<file path="config.mk">
export PLATFORM = sky130hd
export DESIGN_NAME = sram_ctrl
export DESIGN_NICKNAME = d
export VERILOG_FILES = /design/src/rtl/sramc_pkg.sv /design/src/rtl/sramc_timer.sv /design/src/rtl/sramc_seq.sv /design/src/rtl/sramc_pins.sv /design/src/rtl/sram_ctrl.sv
export SDC_FILE = /design/constraint.sdc
export NUM_CORES = 1
export LEC_CHECK = 0
export BUFFER_PORTS_ARGS = -buffer_cell sky130_fd_sc_hd__buf_2
export CORE_MARGIN = 1
export CORE_UTILIZATION = 50
export CTS_CLUSTER_DIAMETER = 60
export CTS_CLUSTER_SIZE = 24
export DETAILED_ROUTE_END_ITERATION = 12
export GPL_TIMING_DRIVEN = 0
export HOLD_SLACK_MARGIN = 0.15
export PLACE_DENSITY = 0.83
export SETUP_SLACK_MARGIN = 0.5
export SLEW_MARGIN = 20
export SYNTH_ARGS = -nofsm -noshare
export SYNTH_HDL_FRONTEND = slang
export SYNTH_SLANG_ARGS = --single-unit
</file>
<file path="constraint.sdc">
create_clock -name clk -period 3.7 [get_ports clk]
set_input_delay 0.37 -clock clk [delete_from_list [all_inputs] [get_ports clk]]
set_output_delay 0.37 -clock clk [all_outputs]
set_load 0.05 [all_outputs]
</file>
<file path="src/rtl/sramc_pkg.sv">
package sramc_pkg;

  typedef enum logic [2:0] {
    ST_IDLE  = 3'd0,
    ST_SETUP = 3'd1,
    ST_RD    = 3'd2,
    ST_WR    = 3'd3,
    ST_HOLD  = 3'd4
  } sramc_state_e;

  // nanoseconds to clock cycles, rounded up, at least one cycle
  function automatic int ns_to_cyc(input int ns, input int clk_ns);
    int c;
    c = (ns + clk_ns - 1) / clk_ns;
    return (c < 1) ? 1 : c;
  endfunction

  function automatic int imax(input int a, input int b);
    return (a > b) ? a : b;
  endfunction

endpackage

</file>
<file path="src/rtl/sramc_timer.sv">
module sramc_timer #(
  parameter int CNT_W = 4
) (
  input  logic             clk,
  input  logic             rst_n,
  input  logic             load,
  input  logic [CNT_W-1:0] load_val,
  output logic [CNT_W-1:0] cnt_d,
  output logic             done
);

  logic [CNT_W-1:0] cnt_q;

  always_comb begin
    if (load)
      cnt_d = load_val;
    else if (cnt_q != '0)
      cnt_d = cnt_q - 1'b1;
    else
      cnt_d = cnt_q;
  end

  always_ff @(posedge clk or negedge rst_n) begin
    if (!rst_n) cnt_q <= '0;
    else        cnt_q <= cnt_d;
  end

  assign done = (cnt_q == '0);

endmodule

</file>
<file path="src/rtl/sramc_seq.sv">
module sramc_seq
  import sramc_pkg::*;
#(
  parameter int CNT_W = 4,
  parameter int AS_C  = 1,
  parameter int RD_C  = 1,
  parameter int WP_C  = 1,
  parameter int DH_C  = 1
) (
  input  logic             clk,
  input  logic             rst_n,
  input  logic             req_valid,
  input  logic             req_write,
  input  logic             timer_done,
  output sramc_state_e     state_q,
  output sramc_state_e     state_d,
  output logic             load,
  output logic [CNT_W-1:0] load_val,
  output logic             req_ready,
  output logic             accept,
  output logic             capture
);

  logic is_wr_q;

  always_comb begin
    state_d  = state_q;
    load     = 1'b0;
    load_val = '0;
    accept   = 1'b0;
    capture  = 1'b0;
    unique case (state_q)
      ST_IDLE: begin
        if (req_valid) begin
          accept   = 1'b1;
          state_d  = ST_SETUP;
          load     = 1'b1;
          load_val = CNT_W'(AS_C - 1);
        end
      end
      ST_SETUP: begin
        if (timer_done) begin
          load = 1'b1;
          if (is_wr_q) begin
            state_d  = ST_WR;
            load_val = CNT_W'(WP_C - 1);
          end else begin
            state_d  = ST_RD;
            load_val = CNT_W'(RD_C - 1);
          end
        end
      end
      ST_RD: begin
        if (timer_done) begin
          capture = 1'b1;
          state_d = ST_IDLE;
        end
      end
      ST_WR: begin
        if (timer_done) begin
          state_d  = ST_HOLD;
          load     = 1'b1;
          load_val = CNT_W'(DH_C - 1);
        end
      end
      ST_HOLD: begin
        if (timer_done) state_d = ST_IDLE;
      end
      default: state_d = ST_IDLE;
    endcase
  end

  always_ff @(posedge clk or negedge rst_n) begin
    if (!rst_n) state_q <= ST_IDLE;
    else        state_q <= state_d;
  end

  always_ff @(posedge clk or negedge rst_n) begin
    if (!rst_n)      is_wr_q <= 1'b0;
    else if (accept) is_wr_q <= req_write;
  end

  assign req_ready = (state_q == ST_IDLE);

  // once a request is taken the sequencer reports busy
  a_r9_busy_after_accept: assert property (@(posedge clk) disable iff (!rst_n)
    accept |=> !req_ready);

  // no access phase is entered without an accepted request
  a_r9_setup_from_accept: assert property (@(posedge clk) disable iff (!rst_n)
    (state_q == ST_SETUP && $past(state_q) == ST_IDLE) |-> $past(req_valid));

endmodule

</file>
<file path="src/rtl/sramc_pins.sv">
module sramc_pins
  import sramc_pkg::*;
#(
  parameter int ADDR_W          = 13,
  parameter int DATA_W          = 8,
  parameter int CNT_W           = 4,
  parameter int DRV_C           = 1,
  parameter int OE_LOW_IN_WRITE = 0
) (
  input  logic              clk,
  input  logic              rst_n,
  input  logic              accept,
  input  logic              capture,
  input  sramc_state_e      state_d,
  input  logic [CNT_W-1:0]  cnt_d,
  input  logic [ADDR_W-1:0] req_addr,
  input  logic [DATA_W-1:0] req_wdata,
  input  logic [DATA_W-1:0] mem_rdata,
  output logic [ADDR_W-1:0] mem_addr,
  output logic              mem_en_n,
  output logic              mem_en,
  output logic              mem_wr_n,
  output logic              mem_rd_n,
  output logic [DATA_W-1:0] mem_wdata,
  output logic              mem_drive,
  output logic              rsp_valid,
  output logic [DATA_W-1:0] rsp_rdata
);

  localparam logic [CNT_W-1:0] DRV_LIM = CNT_W'(DRV_C);

  logic rden_in_wr;
  logic sel_d, en_n_d, en_d, wr_n_d, rd_n_d, drive_d;

  generate
    if (OE_LOW_IN_WRITE != 0) begin : g_rden_held
      assign rden_in_wr = 1'b1;
    end else begin : g_rden_off
      assign rden_in_wr = 1'b0;
    end
  endgenerate

  always_comb begin
    sel_d   = (state_d == ST_RD) || (state_d == ST_WR);
    en_n_d  = !sel_d;
    en_d    = sel_d;
    wr_n_d  = (state_d != ST_WR);
    rd_n_d  = !((state_d == ST_RD) || (rden_in_wr && (state_d == ST_WR)));
    drive_d = ((state_d == ST_WR) && (cnt_d < DRV_LIM)) || (state_d == ST_HOLD);
  end

  always_ff @(posedge clk or negedge rst_n) begin
    if (!rst_n) begin
      mem_en_n  <= 1'b1;
      mem_en    <= 1'b0;
      mem_wr_n  <= 1'b1;
      mem_rd_n  <= 1'b1;
      mem_drive <= 1'b0;
      rsp_valid <= 1'b0;
    end else begin
      mem_en_n  <= en_n_d;
      mem_en    <= en_d;
      mem_wr_n  <= wr_n_d;
      mem_rd_n  <= rd_n_d;
      mem_drive <= drive_d;
      rsp_valid <= capture;
    end
  end

  always_ff @(posedge clk or negedge rst_n) begin
    if (!rst_n) begin
      mem_addr  <= '0;
      mem_wdata <= '0;
    end else if (accept) begin
      mem_addr  <= req_addr;
      mem_wdata <= req_wdata;
    end
  end

  always_ff @(posedge clk or negedge rst_n) begin
    if (!rst_n)       rsp_rdata <= '0;
    else if (capture) rsp_rdata <= mem_rdata;
  end

  // address moves only with every strobe idle before and after the edge
  a_r2_addr_quiet: assert property (@(posedge clk) disable iff (!rst_n)
    (mem_addr != $past(mem_addr)) |->
      (mem_en_n && !mem_en && mem_wr_n && $past(mem_en_n && !mem_en && mem_wr_n)));

  // write strobe only inside a full select
  a_r3_wr_in_select: assert property (@(posedge clk) disable iff (!rst_n)
    !mem_wr_n |-> (!mem_en_n && mem_en));

  // read enable only inside a full select
  a_r3_rd_in_select: assert property (@(posedge clk) disable iff (!rst_n)
    !mem_rd_n |-> (!mem_en_n && mem_en));

  // pad never drives while the memory may drive
  a_r5_no_fight: assert property (@(posedge clk) disable iff (!rst_n)
    mem_drive |-> (mem_rd_n || !mem_wr_n));

  // bus released at least one cycle before read-out
  a_r5_release_first: assert property (@(posedge clk) disable iff (!rst_n)
    (!mem_rd_n && mem_wr_n) |-> (!mem_drive && !$past(mem_drive)));

  // hold driving happens with all strobes inactive
  a_r8_hold_quiet: assert property (@(posedge clk) disable iff (!rst_n)
    (mem_drive && mem_wr_n) |-> (mem_en_n && !mem_en && mem_rd_n));

  // the response pulse is a single cycle
  a_r10_single_pulse: assert property (@(posedge clk) disable iff (!rst_n)
    rsp_valid |=> !rsp_valid);

endmodule

</file>
<file path="src/rtl/sram_ctrl.sv">
module sram_ctrl
  import sramc_pkg::*;
#(
  parameter int ADDR_W          = 13,
  parameter int DATA_W          = 8,
  parameter int CLK_NS          = 20,
  parameter int T_RC_NS         = 15,
  parameter int T_AA_NS         = 15,
  parameter int T_OE_NS         = 7,
  parameter int T_WC_NS         = 15,
  parameter int T_WP_NS         = 14,
  parameter int T_CW_NS         = 14,
  parameter int T_AS_NS         = 0,
  parameter int T_DW_NS         = 8,
  parameter int T_DH_NS         = 0,
  parameter int T_WHZ_NS        = 6,
  parameter int OE_LOW_IN_WRITE = 0
) (
  input  logic              clk,
  input  logic              rst_n,
  input  logic              req_valid,
  output logic              req_ready,
  input  logic              req_write,
  input  logic [ADDR_W-1:0] req_addr,
  input  logic [DATA_W-1:0] req_wdata,
  output logic              rsp_valid,
  output logic [DATA_W-1:0] rsp_rdata,
  output logic [ADDR_W-1:0] mem_addr,
  output logic              mem_en_n,
  output logic              mem_en,
  output logic              mem_wr_n,
  output logic              mem_rd_n,
  output logic [DATA_W-1:0] mem_wdata,
  output logic              mem_drive,
  input  logic [DATA_W-1:0] mem_rdata
);

  localparam int AS_C    = ns_to_cyc(T_AS_NS, CLK_NS);
  localparam int RD_C    = imax(imax(ns_to_cyc(T_AA_NS, CLK_NS), ns_to_cyc(T_OE_NS, CLK_NS)),
                                ns_to_cyc(T_RC_NS, CLK_NS));
  localparam int DW_C    = ns_to_cyc(T_DW_NS, CLK_NS);
  localparam int WP_BASE = imax(imax(ns_to_cyc(T_WP_NS, CLK_NS), ns_to_cyc(T_CW_NS, CLK_NS)), DW_C);
  localparam int WHZ_C   = (OE_LOW_IN_WRITE != 0) ? ns_to_cyc(T_WHZ_NS, CLK_NS) : 0;
  localparam int WP_C    = (OE_LOW_IN_WRITE != 0) ? imax(WP_BASE, WHZ_C + DW_C) : WP_BASE;
  localparam int DRV_C   = WP_C - WHZ_C;
  localparam int WC_C    = ns_to_cyc(T_WC_NS, CLK_NS);
  localparam int DH_MIN  = ns_to_cyc(T_DH_NS, CLK_NS);
  localparam int DH_C    = (WC_C > AS_C + WP_C + DH_MIN) ? (WC_C - AS_C - WP_C) : DH_MIN;
  localparam int MAX_C   = imax(imax(AS_C, RD_C), imax(WP_C, DH_C));
  localparam int CNT_W   = $clog2(MAX_C + 1);

  logic [1:0]       rst_sync;
  logic             rst_i;
  sramc_state_e     state_q, state_d;
  logic             load, done, accept, capture;
  logic [CNT_W-1:0] load_val, cnt_d;

  always_ff @(posedge clk or negedge rst_n) begin
    if (!rst_n) rst_sync <= 2'b00;
    else        rst_sync <= {rst_sync[0], 1'b1};
  end
  assign rst_i = rst_sync[1];

  sramc_seq #(
    .CNT_W(CNT_W), .AS_C(AS_C), .RD_C(RD_C), .WP_C(WP_C), .DH_C(DH_C)
  ) i_seq (
    .clk        (clk),
    .rst_n      (rst_i),
    .req_valid  (req_valid),
    .req_write  (req_write),
    .timer_done (done),
    .state_q    (state_q),
    .state_d    (state_d),
    .load       (load),
    .load_val   (load_val),
    .req_ready  (req_ready),
    .accept     (accept),
    .capture    (capture)
  );

  sramc_timer #(.CNT_W(CNT_W)) i_timer (
    .clk      (clk),
    .rst_n    (rst_i),
    .load     (load),
    .load_val (load_val),
    .cnt_d    (cnt_d),
    .done     (done)
  );

  sramc_pins #(
    .ADDR_W(ADDR_W), .DATA_W(DATA_W), .CNT_W(CNT_W), .DRV_C(DRV_C),
    .OE_LOW_IN_WRITE(OE_LOW_IN_WRITE)
  ) i_pins (
    .clk       (clk),
    .rst_n     (rst_i),
    .accept    (accept),
    .capture   (capture),
    .state_d   (state_d),
    .cnt_d     (cnt_d),
    .req_addr  (req_addr),
    .req_wdata (req_wdata),
    .mem_rdata (mem_rdata),
    .mem_addr  (mem_addr),
    .mem_en_n  (mem_en_n),
    .mem_en    (mem_en),
    .mem_wr_n  (mem_wr_n),
    .mem_rd_n  (mem_rd_n),
    .mem_wdata (mem_wdata),
    .mem_drive (mem_drive),
    .rsp_valid (rsp_valid),
    .rsp_rdata (rsp_rdata)
  );

endmodule

</file>
Word level (Yosys, flattened, before mapping)
Cells that the tools add are included.

word-level totals
  register bits = 42
  bits in latches = 0
  memory bits (writable) = 0
  memory bits (read-only) = 0
  input bits = 33
  output and inout port bits = 36
  memories kept = 0

operators by class
  add/sub/neg operators = 1
  $mul = 0
  divide/modulo/power cells = 0
  $lt $le $gt $ge = 1
  eq/ne operators = 8
  shift operators = 0
  muxes and demuxes = 13
  bitwise gates (word level) = 0
  reductions and logical operators = 8

operators with widths
  kind                   count
  $eq A3 B2 Y1 const B   4
  $mux W3                4
  $pmux W3 S4            1
  $mux W1                7
  $eq A3 B3 Y1 const B   2
  $reduce_or A2 Y1       2
  $eq A3 B1 Y1 const B   1
  $logic_not A3 Y1       1
  $ne A3 B2 Y1 const B   1
  $logic_not A1 Y1       2
  $logic_or A1 B1 Y1     2
  $pmux W1 S2            1
  $logic_and A1 B1 Y1    1
  $lt A1 B1 Y1 const B   1
  $sub A1 B1 Y1 const B  1

Longest topological paths before layout
  depth in word-level cells = 7
  depth in mapped cells = 4
  mapped depth without buffers = 2

Hierarchy
A second synthesis with hierarchy kept.

unflattened totals
  cells, all modules = 104
  area total of the unflattened synthesis = 1692.9 um^2

by module, submodules not included
  module       instances  cells each  area each (um^2)  seq. area each (um^2)
  sramc_pins   1          73          1345.0            879.6
  sramc_seq    1          25          259.0             100.1
  sram_ctrl    1          3           53.8              50.0
  sramc_timer  1          3           35.0              25.0

Worst setup path after synthesis
OpenSTA, ideal clock, no wires.

  path kind = reg-to-output
  start point = register i_seq.state_q[0]
  end point = output req_ready
  arrival = 1.566 ns
  path slack = 1.764 ns
  stages on the path, launching flop included = 3
  cell sequence = dfrtp_1 -> buf_6 -> nor3_1

on the way
  cells in the longest elaborated chain, start to end = 1

ends and longest elaborated chain
  what                    line             source
  from (decl)             sramc_seq.sv:15  output sramc_state_e state_q,
  from (signal assigned)  sramc_seq.sv:75  else state_q <= state_d;
  $logic_not A3 Y1        sramc_seq.sv:83  assign req_ready = (state_q == ST_IDLE);
  to (decl)               sram_ctrl.sv:22  output logic req_ready,

No other way between the ends.

Final worst setup path
  start point = register i_seq.state_q[1]
  end point = output req_ready

The elaborated chain is that of the path after synthesis.

==> flow_metrics.tcl <==
set metrics [dict create \
    core_sq_um 3050 \
    wl_per_cell_microns 12.6 \
    timing.critical_path.from "i_seq.state_q[1]" \
    firstDrtPassIters 4 \
    nets 200 \
    cp_slowest_stage_delay_ps 490 \
    rrSetupSlack_ps 2120 \
    fin_area_sq_um 2120 \
    yosysTopAreaCellShare_pct 59.6 \
    setup_viol 0 \
    arrival_ps 1350 \
    stdcell_count 212 \
    worstPathCellList "nor3_1, buf_2" \
    clockBufferDepth 2 \
    ant_nets 0 \
    maxCapViolCount 0 \
    synthesis.area_sq_um 1600 \
    hp-class "reg -> async" \
    cts.sinks 41 \
    cts-buffers-inserted 5 \
    die_w_microns 58.5 \
    mostFrequentLayoutCells "buf_2 (70), dfrtp_1 (37), mux2_4 (20)" \
    ys_top_cells_by_area "dfrtp_1 (60%), mux2_4 (19%), mux2_2 (5.6%)" \
    clock_latency_ps 330 \
    dp_cells 203 \
    post_cts_buffers 0 \
    die_h_microns 58.5 \
    antenna_found_initial 0 \
    final_max_slew_viol_count 0 \
    critPathKind "reg -> out" \
    register_area_sq_um 1030 \
    synth_area_leader_cell "dfrtp_1" \
    rsz0062_at_grt "no" \
    post-route-min-period_ps 1720 \
    drive_gt1_share_pct 69.0 \
    initial_core_util_pct 52.3 \
    drc 0 \
    globalplace.congestion 0.627 \
    ys_ff_latch 41 \
    cts_root_buf "clkbuf_4" \
    num_antenna_cells 0 \
    routed_wl_microns 2670 \
    syn-num-nets 123 \
    yosys_warnings 0 \
    areaGrowthSynthToFinish_pct 32.5 \
    gr-total-overflow 0 \
    ios 69 \
    r2r-end "i_pins.mem_addr[11]" \
    ctsHoldBuffers 1 \
    synth_cells 90 \
    path_max_fanout 8 \
    grt_pass1_wl_microns 4040 \
    start_kind "flip-flop" \
    synth_cell_types 18 \
    multi_input_area_sq_um 519 \
    rows 20 \
    cts_tree "done" \
    final_common_cell "buf_2" \
    fmax_ghz 0.580 \
    post_dp_cell_area_sq_um 2020 \
    grt_pass1_vias 947 \
    hold_violations 0 \
    yosysSeqAreaShare_pct 64.5 \
    cts_resized 0 \
    finClkSkew_ps 8.00 \
    cp_data_required_time_ps 3330 \
    grt_use_total_pct 16.7 \
    end_kind "primary output" \
    r2r_start "i_seq.state_q[1]" \
    tns_ps 0 \
    fillers 229 \
    syn_avg_cell_area_sq_um 17.7 \
    dpl.hpwl_microns 1960 \
    grt_max_degree 22 \
    via_count 991 \
    io_buffers 68 \
    status "completed" \
    cts.clk_slew.worst_paths_ps 110 \
    die-area_sq_um 3420 \
    r2r_cells 3 \
    h-tree-depth 2 \
    drt_iter0_drc 19 \
    cp_slowest_cell "dfrtp_1" \
    timing.final.crit_share_pct 46.6 \
    viasPerCell 4.67 \
]
[how the worst max path moves through the flow]
stage | slack (ps) | cells past startpoint | endpoint
floorplan | 1760 | 2 | req_ready
global placement | 2120 | 3 | i_pins.mem_addr[3]
detailed placement | 2120 | 3 | i_pins.mem_wdata[4]
CTS | 1960 | 2 | req_ready
global route | 1920 | 2 | req_ready
finish | 1980 | 2 | req_ready
[cells in the mapped netlist]
cell / number
nor3b_1: 3
nor2_1: 1
buf_6: 3
dfrtp_1: 38
nor3b_2: 1
mux2_2: 8
nand2_1: 1
conb_1: 1
nand2b_1: 1
mux2_1: 2
nor4b_4: 1
mux2i_1: 1
buf_2: 2
nor3_1: 2
inv_1: 1
and3b_2: 1
dfstp_2: 3
mux2_4: 20
[through the flow]
step / util, % / hold WS [ps] / worst slack [ps]
after floorplan: - / 74.4 / 1760
after global placement: 65.2 / 155 / 2120
after detailed placement: 66.2 / 160 / 2120
after CTS: 69.3 / 225 / 1960
after global routing: 69.3 / 220 / 1920
final: 69.3 / 228 / 1980
[layout make-up]
type                       count  share of cell area, %
sequential                    41                   48.7
inverter                       1                  0.177
clock buffer                   7                   2.60
tap                           44                   2.60
multi-input combinational     43                   24.5
buffer                         5                   2.07
timing repair buffer          70                   17.9
clock inverter                 1                   1.42
[cell families after synthesis]
family                 synth area share, %
multiplexers                          26.5
AND/OR/NAND/NOR                       5.80
flip-flops                            64.5
buffers and inverters                 2.98
other                                0.235
[sequential cells by signal (all words and copies together), names as in the netlist, 2 cells and up]
register          cells
rst_sync              2
i_pins.mem_addr      13
i_pins.rsp_rdata      8
i_seq.state_q         3
i_pins.mem_wdata      8
[worst max-delay path: cells and delay by family (launching register included)]
family / cells / cell delay [ps]
flip-flops: 1 / 490
buffers and inverters: 1 / 300
AND/OR/NAND/NOR: 1 / 230
[layer usage]
metal  vias up  GRT usage [%]  wire (microns)
met5         -              0               0
met4         0           9.18              48
met3         8           7.03             273
met2        54           26.8            1290
met1       467           18.9            1060
li1        462              -               -
Power is not shown: default switching activity piles up to over one toggle a cycle in this logic, so the estimate is an artifact.
